<file path="src/rtl/split64_pkg.sv">
package split64_pkg;
   // which half of a 64-bit register a word address selects
   typedef enum logic {
      HALF_UPPER = 1'b0,   // even word address, bits 63:32
      HALF_LOWER = 1'b1    // odd word address, bits 31:0
   } half_e;
endpackage

</file>
<file path="src/rtl/split64_cfg_bank.sv">
module split64_cfg_bank
   import split64_pkg::*;
#(
   parameter int DATA_W   = 32,
   parameter int NUM_CFG  = 2,
   parameter int IDX_W    = 4,
   parameter int SRST_BIT = 31,
   localparam int REG_W   = 2 * DATA_W
) (
   input  logic                            clk,
   input  logic                            rst_n,
   input  logic                            wr_en,
   input  logic [IDX_W-1:0]                wr_idx,
   input  half_e                           wr_half,
   input  logic [DATA_W-1:0]               wdata,
   output logic [NUM_CFG-1:0][REG_W-1:0]   cfg_q,
   output logic                            srst_cmd
);
   localparam logic [DATA_W-1:0] SRST_MASK = DATA_W'(1) << SRST_BIT;

   logic [DATA_W-1:0] stage_q;
   logic              commit;

   assign commit   = wr_en && (wr_half == HALF_LOWER);
   assign srst_cmd = commit && (wr_idx == '0) && wdata[SRST_BIT];

   always_ff @(posedge clk or negedge rst_n) begin
      if (!rst_n) begin
         stage_q <= '0;
      end else if (wr_en) begin
         if (wr_half == HALF_UPPER) stage_q <= wdata;
         else                       stage_q <= '0;
      end
   end

   for (genvar g = 0; g < NUM_CFG; g++) begin : g_reg
      localparam logic [DATA_W-1:0] KEEP = (g == 0) ? ~SRST_MASK : '1;
      always_ff @(posedge clk or negedge rst_n) begin
         if (!rst_n) begin
            cfg_q[g] <= '0;
         end else if (commit && (wr_idx == IDX_W'(g))) begin
            cfg_q[g] <= {stage_q, wdata & KEEP};
         end
      end
   end
endmodule

</file>
<file path="src/rtl/split64_event_ctr.sv">
module split64_event_ctr #(
   parameter int REG_W = 64
) (
   input  logic             clk,
   input  logic             rst_n,
   input  logic             clr,
   input  logic             ev,
   output logic [REG_W-1:0] count
);
   always_ff @(posedge clk or negedge rst_n) begin
      if (!rst_n)   count <= '0;
      else if (clr) count <= '0;
      else if (ev)  count <= count + REG_W'(1);
   end
endmodule

</file>
<file path="src/rtl/split64_read_port.sv">
module split64_read_port
   import split64_pkg::*;
#(
   parameter int DATA_W = 32,
   parameter int IDX_W  = 4,
   localparam int REG_W = 2 * DATA_W
) (
   input  logic              clk,
   input  logic              rst_n,
   input  logic              rd_en,
   input  logic              mapped,
   input  logic [IDX_W-1:0]  idx,
   input  half_e             half,
   input  logic [REG_W-1:0]  live,
   output logic [DATA_W-1:0] rdata,
   output logic              rvalid
);
   logic [DATA_W-1:0] shadow_q;
   logic              pend_q;
   logic [IDX_W-1:0]  pidx_q;
   half_e             phalf_q;
   logic              hit;
   logic [DATA_W-1:0] live_hi, live_lo;

   assign live_hi = live[REG_W-1:DATA_W];
   assign live_lo = live[DATA_W-1:0];
   assign hit     = pend_q && (pidx_q == idx) && (phalf_q == half);

   always_ff @(posedge clk or negedge rst_n) begin
      if (!rst_n) begin
         rdata    <= '0;
         rvalid   <= 1'b0;
         shadow_q <= '0;
         pend_q   <= 1'b0;
         pidx_q   <= '0;
         phalf_q  <= HALF_UPPER;
      end else begin
         rvalid <= rd_en;
         if (rd_en) begin
            if (!mapped) begin
               rdata <= '0;
            end else if (hit) begin
               rdata  <= shadow_q;
               pend_q <= 1'b0;
            end else begin
               pend_q <= 1'b1;
               pidx_q <= idx;
               if (half == HALF_LOWER) begin
                  rdata    <= live_lo;
                  shadow_q <= live_hi;
                  phalf_q  <= HALF_UPPER;
               end else begin
                  rdata    <= live_hi;
                  shadow_q <= live_lo;
                  phalf_q  <= HALF_LOWER;
               end
            end
         end
      end
   end
endmodule

</file>
<file path="src/rtl/split64_bridge.sv">
module split64_bridge
   import split64_pkg::*;
#(
   parameter int DATA_W   = 32,
   parameter int NUM_CFG  = 2,
   parameter int NUM_CNT  = 3,
   parameter int ADDR_W   = 5,
   parameter int SRST_BIT = 31
) (
   input  logic               clk,
   input  logic               rst_n,
   input  logic               bus_valid,
   input  logic               bus_write,
   input  logic [ADDR_W-1:0]  bus_addr,
   input  logic [DATA_W-1:0]  bus_wdata,
   input  logic [NUM_CNT-1:0] event_i,
   output logic [DATA_W-1:0]  bus_rdata,
   output logic               bus_rvalid,
   output logic               soft_rst_o
);
   localparam int REG_W   = 2 * DATA_W;
   localparam int IDX_W   = ADDR_W - 1;
   localparam int NUM_MAP = NUM_CFG + NUM_CNT;

   if (NUM_CFG < 1) begin : g_bad_cfg
      $error("split64_bridge: NUM_CFG must be at least 1");
   end
   if (NUM_CNT < 1) begin : g_bad_cnt
      $error("split64_bridge: NUM_CNT must be at least 1");
   end
   if (NUM_MAP >= (1 << IDX_W)) begin : g_bad_map
      $error("split64_bridge: register map must leave unmapped indices");
   end
   if (SRST_BIT >= DATA_W) begin : g_bad_srst
      $error("split64_bridge: SRST_BIT outside the data word");
   end

   logic [IDX_W-1:0]              idx;
   half_e                         half;
   logic                          mapped, wr_en, rd_en, srst_cmd;
   logic [NUM_CFG-1:0][REG_W-1:0] cfg_q;
   logic [REG_W-1:0]              cnt_q [NUM_CNT];
   logic [REG_W-1:0]              regs  [NUM_MAP];
   logic [REG_W-1:0]              live;

   assign idx    = bus_addr[ADDR_W-1:1];
   assign half   = half_e'(bus_addr[0]);
   assign mapped = idx < IDX_W'(NUM_MAP);
   assign wr_en  = bus_valid && bus_write && (idx < IDX_W'(NUM_CFG));
   assign rd_en  = bus_valid && !bus_write;

   split64_cfg_bank #(
      .DATA_W(DATA_W), .NUM_CFG(NUM_CFG), .IDX_W(IDX_W), .SRST_BIT(SRST_BIT)
   ) u_cfg (
      .clk(clk), .rst_n(rst_n), .wr_en(wr_en), .wr_idx(idx), .wr_half(half),
      .wdata(bus_wdata), .cfg_q(cfg_q), .srst_cmd(srst_cmd)
   );

   for (genvar g = 0; g < NUM_CNT; g++) begin : g_cnt
      split64_event_ctr #(.REG_W(REG_W)) u_ctr (
         .clk(clk), .rst_n(rst_n), .clr(srst_cmd), .ev(event_i[g]),
         .count(cnt_q[g])
      );
      assign regs[NUM_CFG + g] = cnt_q[g];
   end

   for (genvar g = 0; g < NUM_CFG; g++) begin : g_map
      assign regs[g] = cfg_q[g];
   end

   always_comb begin
      live = '0;
      for (int i = 0; i < NUM_MAP; i++) begin
         if (idx == IDX_W'(i)) live = regs[i];
      end
   end

   split64_read_port #(.DATA_W(DATA_W), .IDX_W(IDX_W)) u_rd (
      .clk(clk), .rst_n(rst_n), .rd_en(rd_en), .mapped(mapped), .idx(idx),
      .half(half), .live(live), .rdata(bus_rdata), .rvalid(bus_rvalid)
   );

   always_ff @(posedge clk or negedge rst_n) begin
      if (!rst_n) soft_rst_o <= 1'b0;
      else        soft_rst_o <= srst_cmd;
   end
endmodule

</file>
<file path="config.mk">
export PLATFORM = sky130hd
export DESIGN_NAME = split64_bridge
export DESIGN_NICKNAME = d
export VERILOG_FILES = /design/src/rtl/split64_pkg.sv /design/src/rtl/split64_cfg_bank.sv /design/src/rtl/split64_event_ctr.sv /design/src/rtl/split64_read_port.sv /design/src/rtl/split64_bridge.sv
export SDC_FILE = /design/constraint.sdc
export NUM_CORES = 1
export LEC_CHECK = 0
export BUFFER_PORTS_ARGS = -buffer_cell sky130_fd_sc_hd__buf_2
export CORE_MARGIN = 5
export CORE_UTILIZATION = 40
export CTS_BUF_LIST = sky130_fd_sc_hd__clkbuf_2 sky130_fd_sc_hd__clkbuf_4 sky130_fd_sc_hd__clkbuf_8
export DETAILED_ROUTE_END_ITERATION = 12
export HOLD_SLACK_MARGIN = 0.15
export RECOVER_POWER = 100
export SLEW_MARGIN = 20
export SYNTH_ARGS = -nofsm -noshare
export SYNTH_HDL_FRONTEND = slang
export SYNTH_SLANG_ARGS = --single-unit
</file>
<file path="constraint.sdc">
create_clock -name clk -period 2.4 [get_ports clk]
set_input_delay 0.24 -clock clk [delete_from_list [all_inputs] [get_ports clk]]
set_output_delay 0.24 -clock clk [all_outputs]
set_load 0.02 [all_outputs]
</file>
==> impl_results.rst, run 1 <==
.. list-table::
   :header-rows: 1

   * - Metric
     - Value
   * - Inserted Clock Buffers
     - 76
   * - Power share of the sequential group
     - between 40% and 50%
   * - Flip-flop cell with the highest count after synthesis
     - dfrtp_1
   * - Required time of the worst setup path
     - 2970 ps
   * - Initial cell density of the core
     - approximately two fifths
   * - Worst IR Drop VDD
     - 0.4982 mV
   * - Clock sink total
     - between 400 and 500
   * - Initial antenna violation count
     - 1
   * - DRC marker count from the first detailed-route iteration
     - 1,578
   * - List of most frequent post-synthesis cells
     - 423 x dfrtp_1, 200 x nand2_1, 133 x nor2_1
   * - Switching power summed over all nets
     - 4.659 mW
   * - Number of endpoints failing setup at the final stage
     - 0
   * - Max transition margin
     - -32.07%
   * - Class of the most critical hold timing path
     - primary input to register
   * - Critical register-to-register path startpoint
     - g_cnt[1].u_ctr.count[1]$_DFFE_PN0P_
   * - Finished Layout Cells
     - 2,874
   * - Post-route cell area
     - roughly 0.025 mm²
   * - Layout overhead on the synthesized area
     - 16.73%
   * - Critical Setup Path Class
     - register to register
   * - Deepest clock path buffer count
     - 3
   * - Transition at the pin with the smallest max-transition slack
     - between 1500 and 2000 ps
   * - Clock transition at the registers of the reported paths
     - around 60 ps
   * - H-Tree Level Count
     - 3
   * - Comb power frac
     - roughly 12%
   * - Detailed-route vias per instance
     - 6.018
   * - Setup crit end kind
     - register
   * - Count of final max-slew check failures
     - 87
   * - Mean instance size in the synthesized netlist
     - ~11 µm²
   * - Top delay family on crit path
     - simple AND/OR/NAND/NOR gates
   * - Worst setup path startpoint
     - g_cnt[1].u_ctr.count[1]$_DFFE_PN0P_
   * - Max-cap violations
     - 2
   * - Post-CTS setup buffers
     - 0
   * - Count of port buffers added during placement
     - 77
   * - Number of nets in the layout
     - 2,192
   * - Hold Worst Slack
     - about 240 ps
   * - Final Total Pwr
     - about 17 mW
   * - CP max FO
     - 10
   * - Number of nets with antenna violations after detailed routing
     - 0
   * - All-layer global routing usage
     - ~22%
   * - Chain of cells forming the critical path
     - ha_1 -> nand4_1 -> nor4_2 -> buf_4 -> nand4_1 -> buf_4 -> or3_1 -> a21oi_1
   * - GPL Wtd Cong
     - approximately 0.85
   * - Netlist cell types
     - 58
   * - Post-synth top area cell
     - dfrtp_1
   * - Internal power consumption
     - about 12 mW
   * - EDFF count, synth
     - 0
   * - Count of warnings emitted by yosys
     - 0
   * - Die Wd
     - 241.2 µm
   * - Instance count on the critical path
     - 8
   * - Highest clock frequency the design can meet
     - ~440 MHz
   * - CTS tree
     - yes
   * - Largest stage delay on the critical path
     - about 400 ps
   * - Largest cells by area after synthesis
     - dfrtp_1 50%, mux2_2 7.0%, mux4_2 6.1%
   * - Insertion delay to the later sink of the worst-skew pair
     - 660 ps
   * - Arrival @ worst endpoint
     - between 2000 and 3000 ps
   * - Worst hold path stage count
     - 4
   * - Half-perimeter wire length after placement
     - ~46,000 µm
   * - Total overflow reported by the global router
     - 0
   * - Synthesized area
     - about 0.021 mm²
   * - Clock Skew
     - between 30 and 40 ps
   * - Io pins
     - 78
   * - Origin of the worst min-delay path
     - bus_valid
   * - Root Buffer Master
     - clkbuf_8
   * - Share of Yosys cell area claimed by the top area cell type
     - about half
   * - Final number of hold-violating endpoints
     - 0
   * - Violated checks
     - capacitance limit, slew limit
   * - Most numerous cell in the Yosys netlist
     - dfrtp_1
   * - Total Negative Setup Slacks
     - 0 ps
   * - Crit path buf inv count
     - 2
   * - RSZ-0062 raised after global routing
     - false
   * - Startpoint type of the worst setup path
     - register
   * - Sequential element share of the synthesized area
     - between 40 and 50%
   * - Cell count of the worst reg-to-reg path
     - 8
   * - Clock share of power
     - between 30 and 40%
   * - Power density over the cells
     - 686.8 mW/mm²
   * - Number of global-route vias before repair
     - about 17,000
   * - Detailed-route via count
     - about 17,000
   * - Result of the run
     - finished with violations
   * - Maximum number of pins on one net before global-route repair
     - 71
   * - Post-detailed-routing wire length
     - approximately 64,000 µm
   * - WL per Instance
     - between 20 and 25 µm
   * - Global-route wire length before repair
     - 100,900 µm
   * - Tcrit/Tclk final
     - 95.56%
   * - Placement row count
     - 84
   * - Post-synth ARST share
     - 100.0%
   * - Number of nets produced by synthesis
     - 2,016
   * - Gate count of the mapped netlist
     - 1,969
   * - Number of synthesized register bits
     - roughly 420
   * - First-pass detailed-route iteration total
     - 6
   * - Area inside the core boundary
     - about 0.053 mm²
   * - Share of layout cells above drive strength 1
     - a little under a quarter
   * - Leakage Power
     - 10.89 nW
   * - Die H
     - between 200 and 250 µm
   * - Residual DRC
     - 0
   * - Post-layout min period
     - about 2300 ps
   * - Post-Place Cells
     - about 2,700
   * - Total die area
     - 0.05817 mm²
   * - Library cell contributing the largest single delay on the critical path
     - dfrtp_1
   * - Placed instance area
     - 0.02333 mm²
   * - Proportion of total power due to net switching
     - between 20% and 30%
==> logic make-up after synthesis <==
kind of cell             share of synthesized area, %
adder cells (fa/ha/maj)                        0.1756
multiplexers                                    13.65
AO/OA/AOI/OAI                                   13.26
buffers and inverters                           3.084
AND/OR/NAND/NOR                                 15.97
flip-flops                                      49.51
XOR/XNOR                                        4.343
==> stage by stage <==
| step | utilization (%) | setup WS [ps] |
|---|---|---|
| floorplan | - | 281.4 |
| global placement | 44.21 | 97.72 |
| detailed placement | 44.21 | 73.75 |
| CTS | 47.72 | 18.58 |
| global route | 47.30 | 2.799 |
| finish | 47.30 | 106.5 |
==> layout by cell type (no fill, tap or decap), drive strengths merged, types with 7 or more instances in the layout <==
cell / instances
a21o: 27
a21oi: 97
a221o: 31
a221oi: 57
a22oi: 7
a311oi: 49
and3: 25
and4: 15
buf: 143
clkbuf: 163
dfrtp: 423
dlygate4sd3: 38
inv: 28
mux2: 132
mux2i: 10
mux4: 59
nand2: 200
nand3: 70
nand4: 70
nor2: 135
nor3: 21
nor4: 18
o21ai: 98
o31ai: 27
or3: 57
or4: 26
xnor2: 44
xor2: 62
==> worst min-delay path, stage by stage <==
cell,delay (ps)
buf_2,100
nand2b_1,150
a211o_1,260
a21oi_1,110
==> final timing paths <==
kind	to	slack, ps
max	g_cnt[1].u_ctr.count[60]$_DFFE_PN0P_	110
min	u_rd.pend_q$_DFFE_PN0P_	240
max reg2reg	g_cnt[1].u_ctr.count[60]$_DFFE_PN0P_	110
min reg2reg	u_rd.shadow_q[0]$_DFFE_PN0P_	480
max in group asynchronous	g_cnt[0].u_ctr.count[17]$_DFFE_PN0P_	310
min in group asynchronous	g_cnt[2].u_ctr.count[59]$_DFFE_PN0P_	620
==> state kept, by name (all words and copies together) (netlist names) <==
register and count:
u_cfg.stage_q 32, u_cfg.cfg_q 127, u_rd.pend_q 1, u_rd.phalf_q 1, u_rd.rvalid 1, g_cnt.u_ctr.count 192
u_rd.rdata 32, u_rd.pidx_q 4, u_rd.shadow_q 32, soft_rst_o 1
==> power groups by stage <==
stage / Combinational [mW] / Clock (mW) / Sequential [mW]
final: 2.09 / 6.78 / 8.27
after floorplan: 1.18 / 0 / 8.28
after global routing: 2.31 / 7.22 / 8.35
after detailed placement: 2.07 / 0 / 8.38
after CTS: 2.13 / 6.92 / 8.26
after global placement: 2.00 / 0 / 8.35
==> repair_timing <==
action | 4_1_cts | 5_1_grt
gates resized for setup | 0 | 5
hold endpoints to repair | 534 | 0
setup endpoints to repair | 0 | 17
hold buffers | 38 | 0
==> cell type report <==
class / instances / area [µm²]
fill: 4906 / 27810
antenna: 1 / 2.502
tap: 688 / 860.8
inverter: 26 / 101.3
sequential: 423 / 10590
timing repair buffer: 234 / 1777
clock inverter: 8 / 81.33
clock buffer: 110 / 1389
multi-input combinational: 1384 / 10160
==> routing by layer <==
layer | track usage, % | vias up | routed length (µm)
met2 | 33.57 | 586 | 28910
met4 | 5.659 | 0 | 1412
met3 | 3.794 | 97 | 4222
met5 | 0 | - | 0
met1 | 33.60 | 8875 | 29820
li1 | - | 7739 | -
Power figures use the tool's default switching activity.
==> run 2: changes to the inputs <==
--- a/config.mk
+++ b/config.mk
@@ -12,6 +12,7 @@
 export DETAILED_ROUTE_END_ITERATION = 12
 export HOLD_SLACK_MARGIN = 0.15
 export RECOVER_POWER = 100
+export REMOVE_ABC_BUFFERS = 1
 export SLEW_MARGIN = 20
 export SYNTH_ARGS = -nofsm -noshare
 export SYNTH_HDL_FRONTEND = slang
==> impl_results.rst, run 2 (synthesized netlist as in run 1, its figures left out) <==
.. list-table::
   :header-rows: 1

   * - Metric
     - Value
   * - Worst IR Drop VDD
     - 0.3104 mV
   * - Grt peak-use layer
     - met2
   * - H-Tree Level Count
     - 3
   * - Post-route cell area
     - approximately 0.025 mm²
   * - Number of global-route vias before repair
     - ~17,000
   * - Commonest non-fill, non-tap cell in the layout
     - dfrtp_1
   * - Worst Setup Slack, final
     - slightly below 90 ps
   * - CTS tree
     - yes
   * - Max-cap violations
     - 1
   * - DRC marker count from the first detailed-route iteration
     - between 1,000 and 1,500
   * - Hold Worst Slack
     - about 230 ps
   * - Root Buffer Master
     - clkbuf_8
   * - Post-route core utilization
     - between 40% and 50%
   * - Setup crit end kind
     - register
   * - Clock transition at the registers of the reported paths
     - 60 ps
   * - Number of nets in the layout
     - 2,228
   * - Transition at the pin with the smallest max-transition slack
     - between 2000 and 2500 ps
   * - Clock Skew
     - 21.39 ps
   * - Insertion delay to the later sink of the worst-skew pair
     - 650 ps
   * - Share of layout cells above drive strength 1
     - 24.19%
   * - Area inside the core boundary
     - 0.05276 mm²
   * - Placed instance area
     - 0.02355 mm²
   * - Number of nets with antenna violations after detailed routing
     - 0
   * - Global Route met3 Usage
     - under 10%
   * - Tcrit/Tclk final
     - a little under 100%
   * - Arrival @ worst endpoint
     - between 2000 and 3000 ps
   * - Initial cell density of the core
     - ~40%
   * - Count of final max-slew check failures
     - 34
   * - CP max FO
     - 25
   * - Placement row count
     - 84
   * - Met1 layer usage reported by global route
     - around a third
   * - Flip-flop count of the largest register after layout
     - between 150 and 200
   * - Deepest clock path buffer count
     - 3
   * - Highest clock frequency the design can meet
     - approximately 430 MHz
   * - First-pass detailed-route iteration total
     - 5
   * - RSZ-0062 raised after global routing
     - true
   * - Die H
     - approximately 240 µm
   * - Total overflow reported by the global router
     - 0
   * - Layout overhead on the synthesized area
     - 18.11%
   * - Post-detailed-routing wire length
     - ~64,000 µm
   * - Final number of hold-violating endpoints
     - 0
   * - Startpoint type of the worst setup path
     - primary input
   * - Initial antenna violation count
     - 1
   * - Die Wd
     - around 240 µm
   * - Largest register by flop count
     - g_cnt.u_ctr.count
   * - Inserted Clock Buffers
     - 75
   * - GR Util met2
     - 34.81%
   * - Max transition margin
     - -34.72%
   * - Count of port buffers added during placement
     - between 70 and 80
   * - Critical Setup Path Class
     - primary input to register
   * - Io pins
     - roughly 80
   * - Detailed-route vias per instance
     - 5.940
   * - Leakage Power
     - around 11 nW
   * - Required time of the worst setup path
     - just under 3000 ps
   * - Power density over the cells
     - about 680 mW/mm²
   * - All-layer global routing usage
     - 22.07%
   * - Residual DRC
     - 0
   * - Post-layout min period
     - 2311 ps
   * - Registers with the most flip-flops
     - g_cnt.u_ctr.count: 192 flops, u_cfg.cfg_q: 127 flops
   * - WL per Instance
     - roughly 22 µm
   * - Class of the most critical hold timing path
     - primary input to register
   * - Clock sink total
     - 423
   * - Result of the run
     - finished with violations
   * - Number of endpoints failing setup at the final stage
     - 0
   * - GPL Wtd Cong
     - between 0.8 and 0.9
   * - Half-perimeter wire length after placement
     - about 45,000 µm
   * - Violated checks
     - capacitance limit, slew limit
   * - Minimum setup slack after placement
     - between 80 and 90 ps
   * - Leading cell types in the layout, fill and taps excluded
     - 420 x dfrtp_1, 200 x nand2_1, 133 x nor2_1
   * - Maximum number of pins on one net before global-route repair
     - roughly 80
   * - Final Total Pwr
     - between 15 and 20 mW
   * - Total die area
     - approximately 0.058 mm²
   * - Detailed-route via count
     - between 15,000 and 20,000
   * - Global-route wire length before repair
     - 100,700 µm
-- run 2: per-layer routing --
| metal | vias to the layer above | wire (µm) |
|---|---|---|
| li1 | 7811 | - |
| met1 | 8915 | 28140 |
| met2 | 550 | 30670 |
| met3 | 74 | 4464 |
| met4 | 0 | 1202 |
| met5 | - | 0 |
-- run 2: where the power goes --
group          internal [mW]  switching, mW
combinational          0.985           1.16
sequential              7.76          0.490
clock                   3.78           3.07
total                   12.5           4.72
-- run 2: worst paths after layout --
path	startpoint	endpoint	slack (ps)	depth (start not counted)
worst min register to register	u_rd.shadow_q[13]$_DFFE_PN0P_	u_rd.shadow_q[13]$_DFFE_PN0P_	480	1
worst max-delay path	bus_addr[2]	u_cfg.cfg_q[19]$_DFFE_PN0P_	90	7
worst min-delay path	bus_valid	u_rd.pend_q$_DFFE_PN0P_	230	4
max in group asynchronous	rst_n	u_rd.pidx_q[2]$_DFFE_PN0P_	370	3
worst max register to register	g_cnt[1].u_ctr.count[0]$_DFFE_PN0P_	g_cnt[1].u_ctr.count[50]$_DFFE_PN0P_	110	7
min in group asynchronous	rst_n	u_cfg.cfg_q[19]$_DFFE_PN0P_	440	2
-- run 2: cell type report --
cell class / instances / area (µm²)
Antenna cell: 1 / 2.502
Clock buffer: 113 / 1424
Clock inverter: 15 / 92.59
Fill cell: 4840 / 27510
Inverter: 26 / 102.6
Multi-Input combinational cell: 1384 / 10180
Sequential cell: 423 / 10590
Tap cell: 688 / 860.8
Timing Repair Buffer: 271 / 1998
-- run 2: metrics by stage --
stage | instances | TNS [ps]
5_1_grt | 2921 | -0.6901
4_1_cts | 2919 | 0
6_report | 2921 | 0
3_5_place_dp | 2752 | 0
3_3_place_gp | 2752 | 0
2_1_floorplan | 1833 | -592790
-- run 2: critical path, stage by stage --
cell and delay [ps]:
dlygate4sd3_1 520, buf_4 250, clkbuf_4 420, nor2_1 180, nand3_4 120, clkbuf_2 630
mux2_2 420
-- run 2: what timing repair did --
item | 4_1_cts | 5_1_grt
resized for setup | 0 | 4
endpoints found under the setup margin | 0 | 7
hold endpoints to repair | 373 | 0
hold buffers | 39 | 0
setup buffers | 0 | 1
==> run 3: changes to the inputs <==
--- a/config.mk
+++ b/config.mk
@@ -7,10 +7,11 @@
 export LEC_CHECK = 0
 export BUFFER_PORTS_ARGS = -buffer_cell sky130_fd_sc_hd__buf_2
 export CORE_MARGIN = 5
-export CORE_UTILIZATION = 40
+export CORE_UTILIZATION = 60
 export CTS_BUF_LIST = sky130_fd_sc_hd__clkbuf_2 sky130_fd_sc_hd__clkbuf_4 sky130_fd_sc_hd__clkbuf_8
 export DETAILED_ROUTE_END_ITERATION = 12
 export HOLD_SLACK_MARGIN = 0.15
+export PLACE_DENSITY = 0.78
 export RECOVER_POWER = 100
 export REMOVE_ABC_BUFFERS = 1
 export SLEW_MARGIN = 20
==> impl_results.rst, run 3 (synthesized netlist as in run 1, its figures left out) <==
.. list-table::
   :header-rows: 1

   * - Metric
     - Value
   * - Result of the run
     - finished with violations
   * - Violated checks
     - capacitance limit, slew limit
   * - Worst IR Drop VDD
     - 0.5995 mV
   * - Flip-flop count of the largest register after layout
     - roughly 190
   * - Initial cell density of the core
     - between 60% and 70%
   * - Post-detailed-routing wire length
     - just over 60,000 µm
   * - Number of nets with antenna violations after detailed routing
     - 0
   * - Leakage Power
     - about 11 nW
   * - Hold Worst Slack
     - between 150 and 200 ps
   * - Count of final max-slew check failures
     - 95
   * - First-pass detailed-route iteration total
     - 5
   * - Global-route wire length before repair
     - 96,110 µm
   * - Io pins
     - a little under 80
   * - Filler Cells Inserted
     - about 2,600
   * - Post-route cell area
     - around 0.025 mm²
   * - Maximum number of pins on one net before global-route repair
     - 127
   * - Required time of the worst setup path
     - a little under 3000 ps
   * - Placed instance area
     - about 0.023 mm²
   * - Detailed-route via count
     - roughly 18,000
   * - Largest stage delay on the critical path
     - 460 ps
   * - Highest clock frequency the design can meet
     - approximately 420 MHz
   * - Critical Setup Path Class
     - register to register
   * - Top Metal Used
     - met5
   * - Registers with the most flip-flops
     - g_cnt.u_ctr.count: 192 flops, u_cfg.cfg_q: 127 flops
   * - Transition at the pin with the smallest max-transition slack
     - about 2100 ps
   * - Tcrit/Tclk final
     - between 90% and 100%
   * - All-layer global routing usage
     - approximately 31%
   * - Max transition margin
     - -40.19%
   * - Clock Skew
     - about 34 ps
   * - Final number of hold-violating endpoints
     - 0
   * - Residual DRC
     - 0
   * - Area inside the core boundary
     - ~0.035 mm²
   * - CTS tree
     - yes
   * - Power density over the cells
     - 682.3 mW/mm²
   * - DRC marker count from the first detailed-route iteration
     - 2,068
   * - Area of the multi-input gates
     - between 0.01 and 0.015 mm²
   * - Half-perimeter wire length after placement
     - 41,220 µm
   * - Number of endpoints failing setup at the final stage
     - 0
   * - Total overflow reported by the global router
     - 0
   * - GPL Wtd Cong
     - ~0.91
   * - Largest register by flop count
     - g_cnt.u_ctr.count
   * - Share of layout cells above drive strength 1
     - ~23%
   * - Post-Place Cells
     - 2,476
   * - Commonest non-fill, non-tap cell in the layout
     - dfrtp_1
   * - Post-layout min period
     - 2383 ps
   * - Clock transition at the registers of the reported paths
     - about 60 ps
   * - Flip-flop and latch area
     - around 0.011 mm²
   * - Diode insertion count for antenna repair
     - 0
   * - Post-route met1 wirelength
     - ~24,000 µm
   * - Amount of wire on met3 after detailed routing
     - a little under 6000 µm
   * - Initial antenna violation count
     - 1
   * - Detailed-route vias per instance
     - ~6.7
   * - Max-cap violations
     - 2
   * - Finished Layout Cells
     - about 2,600
   * - Die Wd
     - between 150 and 200 µm
   * - Class of the most critical hold timing path
     - primary input to register
   * - Die H
     - 198.8 µm
   * - Startpoint type of the worst setup path
     - register
   * - Total die area
     - approximately 0.040 mm²
   * - Leading cell types in the layout, fill and taps excluded
     - 421 x dfrtp_1, 200 x nand2_1, 133 x nor2_1
   * - Number of global-route vias before repair
     - 17,380
   * - Chain of cells forming the critical path
     - ha_1 -> nand4_1 -> nor4_2 -> buf_4 -> nand4_1 -> buf_4 -> or3_1 -> a21oi_1
   * - Deepest clock path buffer count
     - 3
   * - Arrival @ worst endpoint
     - between 2000 and 3000 ps
   * - CP max FO
     - 10
   * - Layout overhead on the synthesized area
     - 15.13%
   * - Inserted Clock Buffers
     - a little over 70
   * - Count of port buffers added during placement
     - 77
   * - WL per Instance
     - 23.06 µm
   * - Insertion delay to the later sink of the worst-skew pair
     - between 600 and 700 ps
   * - Library cell contributing the largest single delay on the critical path
     - dfrtp_1
   * - H-Tree Level Count
     - 3
   * - Setup crit end kind
     - register
   * - Root Buffer Master
     - clkbuf_8
   * - Number of nets in the layout
     - 2,184
   * - Clock sink total
     - ~420
   * - Placement row count
     - 69
   * - Total met2 wirelength after detailed routing
     - 28,840 µm
-- run 3: worst paths after layout --
kind / startpoint / to / slack [ps] / cells after the start
setup reg to reg: g_cnt[1].u_ctr.count[0]$_DFFE_PN0P_ / g_cnt[1].u_ctr.count[58]$_DFFE_PN0P_ / 20 / 8
min in group asynchronous: rst_n / g_cnt[1].u_ctr.count[18]$_DFFE_PN0P_ / 690 / 2
setup / recovery: g_cnt[1].u_ctr.count[0]$_DFFE_PN0P_ / g_cnt[1].u_ctr.count[58]$_DFFE_PN0P_ / 20 / 8
hold / removal: bus_addr[0] / u_rd.shadow_q[2]$_DFFE_PN0P_ / 190 / 3
hold reg to reg: u_rd.shadow_q[1]$_DFFE_PN0P_ / u_rd.shadow_q[1]$_DFFE_PN0P_ / 480 / 1
max in group asynchronous: rst_n / u_cfg.cfg_q[115]$_DFFE_PN0P_ / 380 / 3
-- run 3: layout make-up --
class	count	area share [%]
clock buffer	105	5.262
clock inverter	14	0.3762
inverter	26	0.4169
multi-input combinational	1384	41.46
sequential	423	43.02
tap	461	2.344
timing repair buffer	231	7.122
-- run 3: worst max-delay path: cells and delay by family, from the launching register on --
kind / cells / cell delay [ps]
adder cells (fa/ha/maj): 1 / 230
AND/OR/NAND/NOR: 4 / 1030
buffers and inverters: 2 / 410
flip-flops: 1 / 460
AO/OA/AOI/OAI: 1 / 150
-- run 3: power breakdown --
part           internal (mW)  total [mW]  switching, mW
clock                   3.46        6.45           2.99
sequential              7.76        8.31          0.549
combinational          0.926        2.04           1.11
-- run 3: what timing repair did --
item | in CTS | in global routing
buffers inserted | 0 | 12
endpoints found under the hold margin | 530 | 0
endpoints found under the setup margin | 0 | 33
hold buffers | 37 | 0
gates resized for setup | 0 | 10
-- run 3: per-stage QoR --
stage	worst slack (ps)	TNS, ps	power [mW]	utilization [%]
after floorplan	-6156	-592790	9.375	-
after global placement	41.32	0	10.19	64.59
after detailed placement	47.84	0	10.35	64.59
after CTS	27.14	0	16.80	69.55
after global routing	-30.92	-84.41	17.43	69.53
final	16.68	0	16.79	69.53
-- run 3: layer usage --
metal	global-route usage, %	up-vias
met5	0	-
met4	11.07	2
met3	6.233	168
met2	48.95	936
met1	43.13	8917
li1	-	7742
